### src/rtl/act_guard_pkg.sv
package act_guard_pkg;
  typedef enum logic [1:0] {
    CMD_ACT = 2'b00,
    CMD_RD  = 2'b01,
    CMD_WR  = 2'b10,
    CMD_PRE = 2'b11
  } cmd_e;
endpackage

### src/rtl/act_bank_state.sv
// Open-row state and the two per-bank countdowns of one bank.
module act_bank_state #(
  parameter int ROW_W = 14,
  parameter int T_RCD = 6,
  parameter int T_RC  = 15
) (
  input  logic             clk,
  input  logic             rst,
  input  logic             act_fire,
  input  logic             rw_fire,
  input  logic             pre_fire,
  input  logic [ROW_W-1:0] row_in,
  output logic             is_open,
  output logic [ROW_W-1:0] open_row,
  output logic             rcd_ok,
  output logic             rc_ok
);
  localparam int RCD_W = (T_RCD > 1) ? $clog2(T_RCD) : 1;
  localparam int RC_W  = (T_RC  > 1) ? $clog2(T_RC)  : 1;
  localparam logic [RCD_W-1:0] RCD_LOAD = RCD_W'(T_RCD - 1);
  localparam logic [RC_W-1:0]  RC_LOAD  = RC_W'(T_RC - 1);

  logic [RCD_W-1:0] rcd_cnt;
  logic [RC_W-1:0]  rc_cnt;

  always_ff @(posedge clk) begin
    if (rst) begin
      is_open  <= 1'b0;
      open_row <= '0;
    end else if (act_fire) begin
      is_open  <= 1'b1;
      open_row <= row_in;
    end else if (pre_fire) begin
      is_open  <= 1'b0;
    end
  end

  always_ff @(posedge clk) begin
    if (rst) begin
      rcd_cnt <= '0;
      rc_cnt  <= '0;
    end else if (act_fire) begin
      rcd_cnt <= RCD_LOAD;
      rc_cnt  <= RC_LOAD;
    end else begin
      if (rcd_cnt != '0) rcd_cnt <= rcd_cnt - 1'b1;
      if (rc_cnt  != '0) rc_cnt  <= rc_cnt  - 1'b1;
    end
  end

  assign rcd_ok = (rcd_cnt == '0);
  assign rc_ok  = (rc_cnt  == '0);


  rcd_wait_chk: assert property (@(posedge clk) disable iff (rst)
    rw_fire |-> (rcd_cnt == '0) && is_open);

  rc_wait_chk: assert property (@(posedge clk) disable iff (rst)
    act_fire |-> (rc_cnt == '0) && !is_open);
endmodule

### src/rtl/act_spacing.sv
// Cross-bank activate spacing and the rolling activate window.
module act_spacing #(
  parameter int T_RRD    = 3,
  parameter int T_FAW    = 14,
  parameter int WIN_ACTS = 4,
  parameter bit USE_FAW  = 1'b1
) (
  input  logic clk,
  input  logic rst,
  input  logic act_fire,
  output logic act_ok
);
  localparam int RRD_W = (T_RRD > 1) ? $clog2(T_RRD) : 1;
  localparam logic [RRD_W-1:0] RRD_LOAD = RRD_W'(T_RRD - 1);

  logic [RRD_W-1:0] rrd_cnt;
  logic             win_ok;

  always_ff @(posedge clk) begin
    if (rst)                  rrd_cnt <= '0;
    else if (act_fire)        rrd_cnt <= RRD_LOAD;
    else if (rrd_cnt != '0)   rrd_cnt <= rrd_cnt - 1'b1;
  end

  generate
    if (USE_FAW) begin : g_win
      localparam int FAW_W = (T_FAW > 1) ? $clog2(T_FAW) : 1;
      localparam logic [FAW_W-1:0] FAW_LOAD = FAW_W'(T_FAW - 1);
      logic [FAW_W-1:0]    slot_cnt [WIN_ACTS];
      logic [WIN_ACTS-1:0] slot_free;
      logic [WIN_ACTS-1:0] load_sel;

      always_comb begin
        for (int s = 0; s < WIN_ACTS; s++) slot_free[s] = (slot_cnt[s] == '0);
      end

      always_comb begin
        logic found;
        found    = 1'b0;
        load_sel = '0;
        for (int s = 0; s < WIN_ACTS; s++) begin
          if (!found && slot_free[s]) begin
            load_sel[s] = 1'b1;
            found       = 1'b1;
          end
        end
      end

      for (genvar s = 0; s < WIN_ACTS; s++) begin : g_slot
        always_ff @(posedge clk) begin
          if (rst)                        slot_cnt[s] <= '0;
          else if (act_fire && load_sel[s]) slot_cnt[s] <= FAW_LOAD;
          else if (!slot_free[s])         slot_cnt[s] <= slot_cnt[s] - 1'b1;
        end
      end

      assign win_ok = |slot_free;


      faw_slot_chk: assert property (@(posedge clk) disable iff (rst)
        act_fire |-> $onehot(load_sel));
    end else begin : g_nowin
      assign win_ok = 1'b1;
    end
  endgenerate

  assign act_ok = win_ok && (rrd_cnt == '0);


  rrd_wait_chk: assert property (@(posedge clk) disable iff (rst)
    act_fire |-> (rrd_cnt == '0));
endmodule

### src/rtl/sdram_act_guard.sv
module sdram_act_guard
  import act_guard_pkg::*;
#(
  parameter int NUM_BANKS = 8,
  parameter int ROW_W     = 14,
  parameter int T_RCD     = 6,
  parameter int T_RC      = 15,
  parameter int T_RRD     = 3,
  parameter int T_FAW     = 14,
  parameter int WIN_ACTS  = 4,
  localparam int BANK_W   = $clog2(NUM_BANKS)
) (
  input  logic                 clk,
  input  logic                 rst,
  input  logic                 req_valid,
  input  logic [1:0]           req_cmd,
  input  logic [BANK_W-1:0]    req_bank,
  input  logic [ROW_W-1:0]     req_row,
  output logic                 grant,
  output logic                 proto_err,
  output logic [NUM_BANKS-1:0] bank_open
);
  localparam bit USE_FAW = (NUM_BANKS == 8);

  cmd_e                           cmd;
  logic [NUM_BANKS-1:0][ROW_W-1:0] open_rows;
  logic [NUM_BANKS-1:0]           rcd_ok_v, rc_ok_v;
  logic [NUM_BANKS-1:0]           act_fire_v, rw_fire_v, pre_fire_v;
  logic                           act_ok, any_act_fire;
  logic                           sel_open, row_hit;

  assign cmd      = cmd_e'(req_cmd);
  assign sel_open = bank_open[req_bank];
  assign row_hit  = (open_rows[req_bank] == req_row);

  always_comb begin
    grant     = 1'b0;
    proto_err = 1'b0;
    if (req_valid) begin
      unique case (cmd)
        CMD_ACT: begin
          if (sel_open) proto_err = 1'b1;
          else          grant = rc_ok_v[req_bank] && act_ok;
        end
        CMD_RD, CMD_WR: begin
          if (!sel_open || !row_hit) proto_err = 1'b1;
          else                       grant = rcd_ok_v[req_bank];
        end
        CMD_PRE: grant = 1'b1;
        default: grant = 1'b0;
      endcase
    end
  end

  generate
    for (genvar b = 0; b < NUM_BANKS; b++) begin : g_bank
      logic hit;
      assign hit           = grant && (req_bank == BANK_W'(b));
      assign act_fire_v[b] = hit && (cmd == CMD_ACT);
      assign rw_fire_v[b]  = hit && ((cmd == CMD_RD) || (cmd == CMD_WR));
      assign pre_fire_v[b] = hit && (cmd == CMD_PRE);

      act_bank_state #(
        .ROW_W (ROW_W),
        .T_RCD (T_RCD),
        .T_RC  (T_RC)
      ) u_bank (
        .clk      (clk),
        .rst      (rst),
        .act_fire (act_fire_v[b]),
        .rw_fire  (rw_fire_v[b]),
        .pre_fire (pre_fire_v[b]),
        .row_in   (req_row),
        .is_open  (bank_open[b]),
        .open_row (open_rows[b]),
        .rcd_ok   (rcd_ok_v[b]),
        .rc_ok    (rc_ok_v[b])
      );
    end
  endgenerate

  assign any_act_fire = |act_fire_v;

  act_spacing #(
    .T_RRD    (T_RRD),
    .T_FAW    (T_FAW),
    .WIN_ACTS (WIN_ACTS),
    .USE_FAW  (USE_FAW)
  ) u_spacing (
    .clk      (clk),
    .rst      (rst),
    .act_fire (any_act_fire),
    .act_ok   (act_ok)
  );


  rw_open_chk: assert property (@(posedge clk) disable iff (rst)
    (grant && ((cmd == CMD_RD) || (cmd == CMD_WR))) |-> bank_open[req_bank]);

  act_closed_chk: assert property (@(posedge clk) disable iff (rst)
    (req_valid && (cmd == CMD_ACT) && bank_open[req_bank]) |-> (!grant && proto_err));

  pre_close_chk: assert property (@(posedge clk) disable iff (rst)
    (grant && (cmd == CMD_PRE)) |=> !bank_open[$past(req_bank)]);

  idle_chk: assert property (@(posedge clk) disable iff (rst)
    !req_valid |=> $stable(bank_open));

  act_open_chk: assert property (@(posedge clk) disable iff (rst)
    (grant && (cmd == CMD_ACT)) |=> bank_open[$past(req_bank)]);
endmodule

### config.mk
export PLATFORM = sky130hd
export DESIGN_NAME = sdram_act_guard
export DESIGN_NICKNAME = d
export VERILOG_FILES = /design/src/rtl/act_guard_pkg.sv /design/src/rtl/act_bank_state.sv /design/src/rtl/act_spacing.sv /design/src/rtl/sdram_act_guard.sv
export SDC_FILE = /design/constraint.sdc
export NUM_CORES = 1
export LEC_CHECK = 0
export BUFFER_PORTS_ARGS = -buffer_cell sky130_fd_sc_hd__clkbuf_2
export CAP_MARGIN = 20
export CORE_MARGIN = 5
export CORE_UTILIZATION = 35
export CTS_CLUSTER_SIZE = 8
export DETAILED_ROUTE_END_ITERATION = 8
export PLACE_DENSITY = 0.56
export SLEW_MARGIN = 15
export SYNTH_ARGS = -nofsm -noshare
export SYNTH_HDL_FRONTEND = slang
export SYNTH_HIERARCHICAL = 1
export SYNTH_SLANG_ARGS = --single-unit
### constraint.sdc
create_clock -name clk -period 2.8 [get_ports clk]
set_clock_uncertainty 0.05 [all_clocks]
set_input_delay 0.42 -clock clk [delete_from_list [all_inputs] [get_ports clk]]
set_output_delay 0.42 -clock clk [all_outputs]
set_load 0.03 [all_outputs]
# After elaboration in Yosys (flattened, before gate mapping)

Memory sizes are Yosys's and may differ from the RTL's.
Cells that the tools add are included.

$lt $le $gt $ge: 1
Equality and inequality tests: 11
Muxes and demuxes: 110
Reduce and logical (&&, ||, !) cells: 116
Add/subtract/negate cells: 21
Bitwise gates (word level): 8

Operator list:

| operator            | count |
|---|---|
| $mux 4              | 24 |
| $mux 1              | 61 |
| $reduce_bool 2->1   | 26 |
| $logic_not 4->1     | 12 |
| $mux 3              | 16 |
| $sub 4x1->4 const B | 12 |
| $bmux 14 s3         | 1 |
| $logic_and 1x1->1   | 33 |
| $reduce_bool 4->1   | 8 |
| $logic_not 3->1     | 9 |
| $reduce_bool 3->1   | 8 |
| $sub 3x1->3 const B | 8 |
| $reduce_or 2->1     | 9 |
| $eq 14x14->1        | 1 |
| $mux 14             | 1 |
| $eq 3x3->1 const B  | 4 |
| $bmux 1 s3          | 3 |
| $reduce_or 9->1     | 1 |
| $or 1x1->1          | 8 |
| $reduce_or 8->1     | 1 |
| $eq 3x2->1 const B  | 2 |
| $logic_not 1->1     | 5 |
| $eq 2x2->1 const B  | 2 |
| $logic_not 2->1     | 2 |
| other kinds (9)     | 10 |

Memories kept: 1
Output and inout port bits: 10
Logic and storage cells: 318
Input port bits: 22
Memory bits (writable): 16
Register bits after elaboration: 178

Memories:

| memory                   | words | width | rd ports | clocked after Yosys merged registers in | wr ports | RTL line          | text |
|---|---|---|---|---|---|---|---|
| u_spacing.g_win.slot_cnt | 4     | 4     | 4        | 0                                       | 4        | act_spacing.sv:29 | `logic [FAW_W-1:0] slot_cnt [WIN_ACTS];` |

# Longest topological paths before layout

Word-level depth: 17
Gate-level depth with buffers: 12
Mapped depth without buffers: 10

# Modules after synthesis

Netlist, hierarchy kept.

Modules (own cells, without submodules):

| module          | seq. area each (um2) | cells an instance | area each (um2) | instances |
|---|---|---|---|---|
| act_bank_state  | 440.4                | 81                | 862.1           | 8 |
| sdram_act_guard | 0.0                  | 189               | 1,682.9         | 1 |
| act_spacing     | 520.5                | 100               | 1,037.2         | 1 |

# Worst setup path after synthesis

Ideal clock, no wire load.

Path type: input -> output
Start point: input port req_bank[0]
End point: output port grant
Cell stages on the path: 9
Slack: -482 ps
Required time: 2,330 ps
Path buffers: 3
Arrival: 2,812 ps
Cells stage by stage: buf_6 > buf_12 > buf_4 > mux2i_1 > mux4_2 > xnor2_1 > nor3_1 > o211ai_2 > o31ai_1

Longest elaborated chain between the ends: 8
Elaborated cells on any way between the ends: 17
Those cells by class: 1 x eq/ne; 12 x mux; 4 x reduce/logical

RTL lines:

| what                          | RTL line              | text |
|---|---|---|
| from (decl)                   | sdram_act_guard.sv:17 | `input logic [BANK_W-1:0] req_bank,` |
| $bmux 14 s3                   | sdram_act_guard.sv:34 | `assign row_hit = (open_rows[req_bank] == req_row);` |
| $mux 14 (implied by the code) | sdram_act_guard.sv:34 |  |
| $eq 14x14->1                  | sdram_act_guard.sv:34 |  |
| $logic_not 1->1               | sdram_act_guard.sv:46 | `if (!sel_open \|\| !row_hit) proto_err = 1'b1;` |
| $logic_or 1x1->1              | sdram_act_guard.sv:46 |  |
| $mux 1                        | sdram_act_guard.sv:46 |  |
| $pmux 1 s3 (*)                | sdram_act_guard.sv:40 | `unique case (cmd)` |
| $mux 1 (*)                    | sdram_act_guard.sv:39 | `if (req_valid) begin` |
| to (decl)                     | sdram_act_guard.sv:19 | `output logic grant,` |

Every way passes the cells marked *; elsewhere a longest branch is shown, timed or not. The select of a mux whose other input is x is not followed.

==> results.tsv <==
metric	value	unit
Placed Area	0.0104	mm²
antenna violations before repair	1	
Req. time, crit path	2330	ps
R2R Path Start	u_spacing/g_win.slot_cnt[1][0]	
WL/cell	16.5	µm
status	complete, but fails checks	
setup violators final	176	
via count	6995	
Yosys warning count	6	
Via-to-Cell Ratio	5.02	
LEAKAGE	4.50	nW
largest net degree at the start of global routing	110	
crit-path max cell delay	410	ps
slowest stage cell, crit path	edfxtp_1	
CTS tree	yes	
IO buf count	31	
number of fill cells	2516	
share of cells above drive strength 1	33.5	%
CTS root buf	clkbuf_16	
I/O Pins	32	
Sink Count	194	
DRC viols	0	
Final ANT Viol Nets	0	
CTS Buf Count	17	
Hold EP	g_bank[5].u_bank/open_row[10]	
Power Dens Cells	689	mW/mm²
setup_tns	-27260	ps
CTS Hold Buffers Added	0	
global-route wire length before repair	37100	µm
initial core utilization	35.3	%
final worst path period share	111	%
Max transition margin	60.8	%
MaxCap Viol Count	0	
H-tree levels	4	
critical path cell sequence	inv_2 > ha_4 > or3b_4 > a311oi_2 > buf_4 > a41o_1 > buf_6 > nand3_4 > o31ai_4 > clkbuf_8	
Final min period	3100	ps
CP endpoint kind	primary output	
maximum buffer depth of the clock tree	2	
post-route cell area	0.0122	mm²
WP data arrival	2630	ps
Worst path top cell family by delay	compound AO/OA/AOI/OAI gates	
Core ar.	0.0268	mm²
Hold Path Class	primary input to flop	
1st-pass router iterations	5	
gr usage total	15.0	%
total gr overflow	0	
Syn Nets	953	
crit path kind	flop to primary output	
DR iter-0 viols	393	
worst slew pin tran	589	ps
# nets final	1084	
die width	174	µm
Slew Viols, Final	0	
Die ar.	0.0304	mm²
Worst Hold Slack	341	ps
RePlAce Congestion	0.766	
RSZ-0062 raised after global routing	yes	
row count	60	
Mapped Cells	909	
WL met3	1000	µm
Final HPWL DP	14300	µm
synthesized cell area	0.00946	mm²
Clock transition at path regs	80	ps
Inserted Diodes	0	
metal2 WL	10400	µm
Post-Syn Area per Cell	10.4	µm²
Core Util, Final	45.5	%
pre-CTS setup slack	-352	ps
Clock Latency Late Sink	430	ps
Worst Path Max Fanout	3	
area grow syn2layout	28.9	%
routed wire length	23000	µm
R2R Path End	g_bank[1].u_bank/open_row[3]	
worst hold stages	3	
Bufs and invs on worst path	4	
Chip Height	174	µm
M1 wire length	11500	µm
FF-to-FF setup slack	-270	ps
startpoint class of the critical path	flop	
worst r2r path cells	16	
failing checks	negative setup slack	
Max IR drop VDD	0.353	mV
Fmax	323	MHz
max layer used	met5	
Hold Fails Final Rpt	0	
vias in the first global route	6844	
worst hold start	req_row[10]	
Worst Slack Setup Final	-298	ps
[per-stage QoR]
step                instances  total power [W]
finish                   1394          0.00840
global route             1394          0.00890
CTS                      1382          0.00821
detailed placement       1308          0.00573
global placement         1308          0.00568
floorplan                 909          0.00510
[layer usage]
layer	track usage, %	vias to the layer above
met3	3.61	13
met2	23.1	90
met1	21.6	3386
li1	-	3504
met4	3.13	2
met5	0	-
[flip-flops by register name (all words and copies together) (netlist names)]
name and count:
g_bank.u_bank/rcd_cnt 24, g_bank.u_bank/rc_cnt 32, g_bank.u_bank/is_open 8, u_spacing/rrd_cnt 2, g_bank.u_bank/open_row 112, u_spacing/g_win.slot_cnt 16
[tightest hold or removal path: cells and delay by family]
family / cells / cell delay (ps)
multiplexers: 1 / 100
buffers and inverters: 1 / 190
AND/OR/NAND/NOR: 1 / 70
[cell usage in the layout (no fill, tap or decap), types with 9 or more instances in the layout]
| master | instances |
|---|---|
| a211oi_1 | 9 |
| a21oi_1 | 20 |
| a21oi_2 | 39 |
| buf_12 | 21 |
| buf_4 | 67 |
| buf_6 | 37 |
| clkbuf_16 | 18 |
| clkbuf_2 | 27 |
| dfxtp_1 | 172 |
| edfxtp_1 | 16 |
| ha_1 | 20 |
| inv_1 | 35 |
| mux2i_1 | 150 |
| mux4_2 | 20 |
| nand2_1 | 10 |
| nand2b_1 | 13 |
| nor2_1 | 136 |
| nor2_2 | 16 |
| nor3_1 | 18 |
| o21ai_0 | 11 |
| o31ai_1 | 9 |
| xnor2_1 | 23 |
[worst max path at each step]
stage	from	end	slack, ps	depth (start not counted)
3_3_place_gp	req_bank[0]	proto_err	-320	9
5_1_grt	u_spacing/g_win.slot_cnt[1][0]	grant	-460	10
6_report	u_spacing/g_win.slot_cnt[1][0]	grant	-300	10
2_1_floorplan	req_bank[0]	proto_err	10	9
3_5_place_dp	req_bank[0]	g_bank[4].u_bank/rc_cnt[2]	-350	12
4_1_cts	u_spacing/g_win.slot_cnt[0][1]	grant	-330	10
[power breakdown]
group | leakage, nW | total [W] | internal (W) | switching (W)
clock | 0.252 | 0.00229 | 0.00116 | 0.00113
sequential | 1.62 | 0.00332 | 0.00313 | 0.000191
combinational | 2.62 | 0.00279 | 0.00145 | 0.00134
[cell type report]
type / count / area [µm²] / share of cell area [%]
clock inverter: 12 / 98.8 / 0.811
tap: 341 / 427 / 3.50
multi-input combinational: 617 / 5270 / 43.2
clock buffer: 20 / 437 / 3.58
sequential: 194 / 4050 / 33.2
inverter: 46 / 223 / 1.83
timing repair buffer: 164 / 1690 / 13.8
[repair_timing]
action                                  CTS  global route
endpoints found under the setup margin  138           190
gates cloned                              9             1
gates resized for setup                  69           129
buffers inserted                         35            23
pin swaps                                18            23
Note: power is estimated with default switching activity, not from simulation.
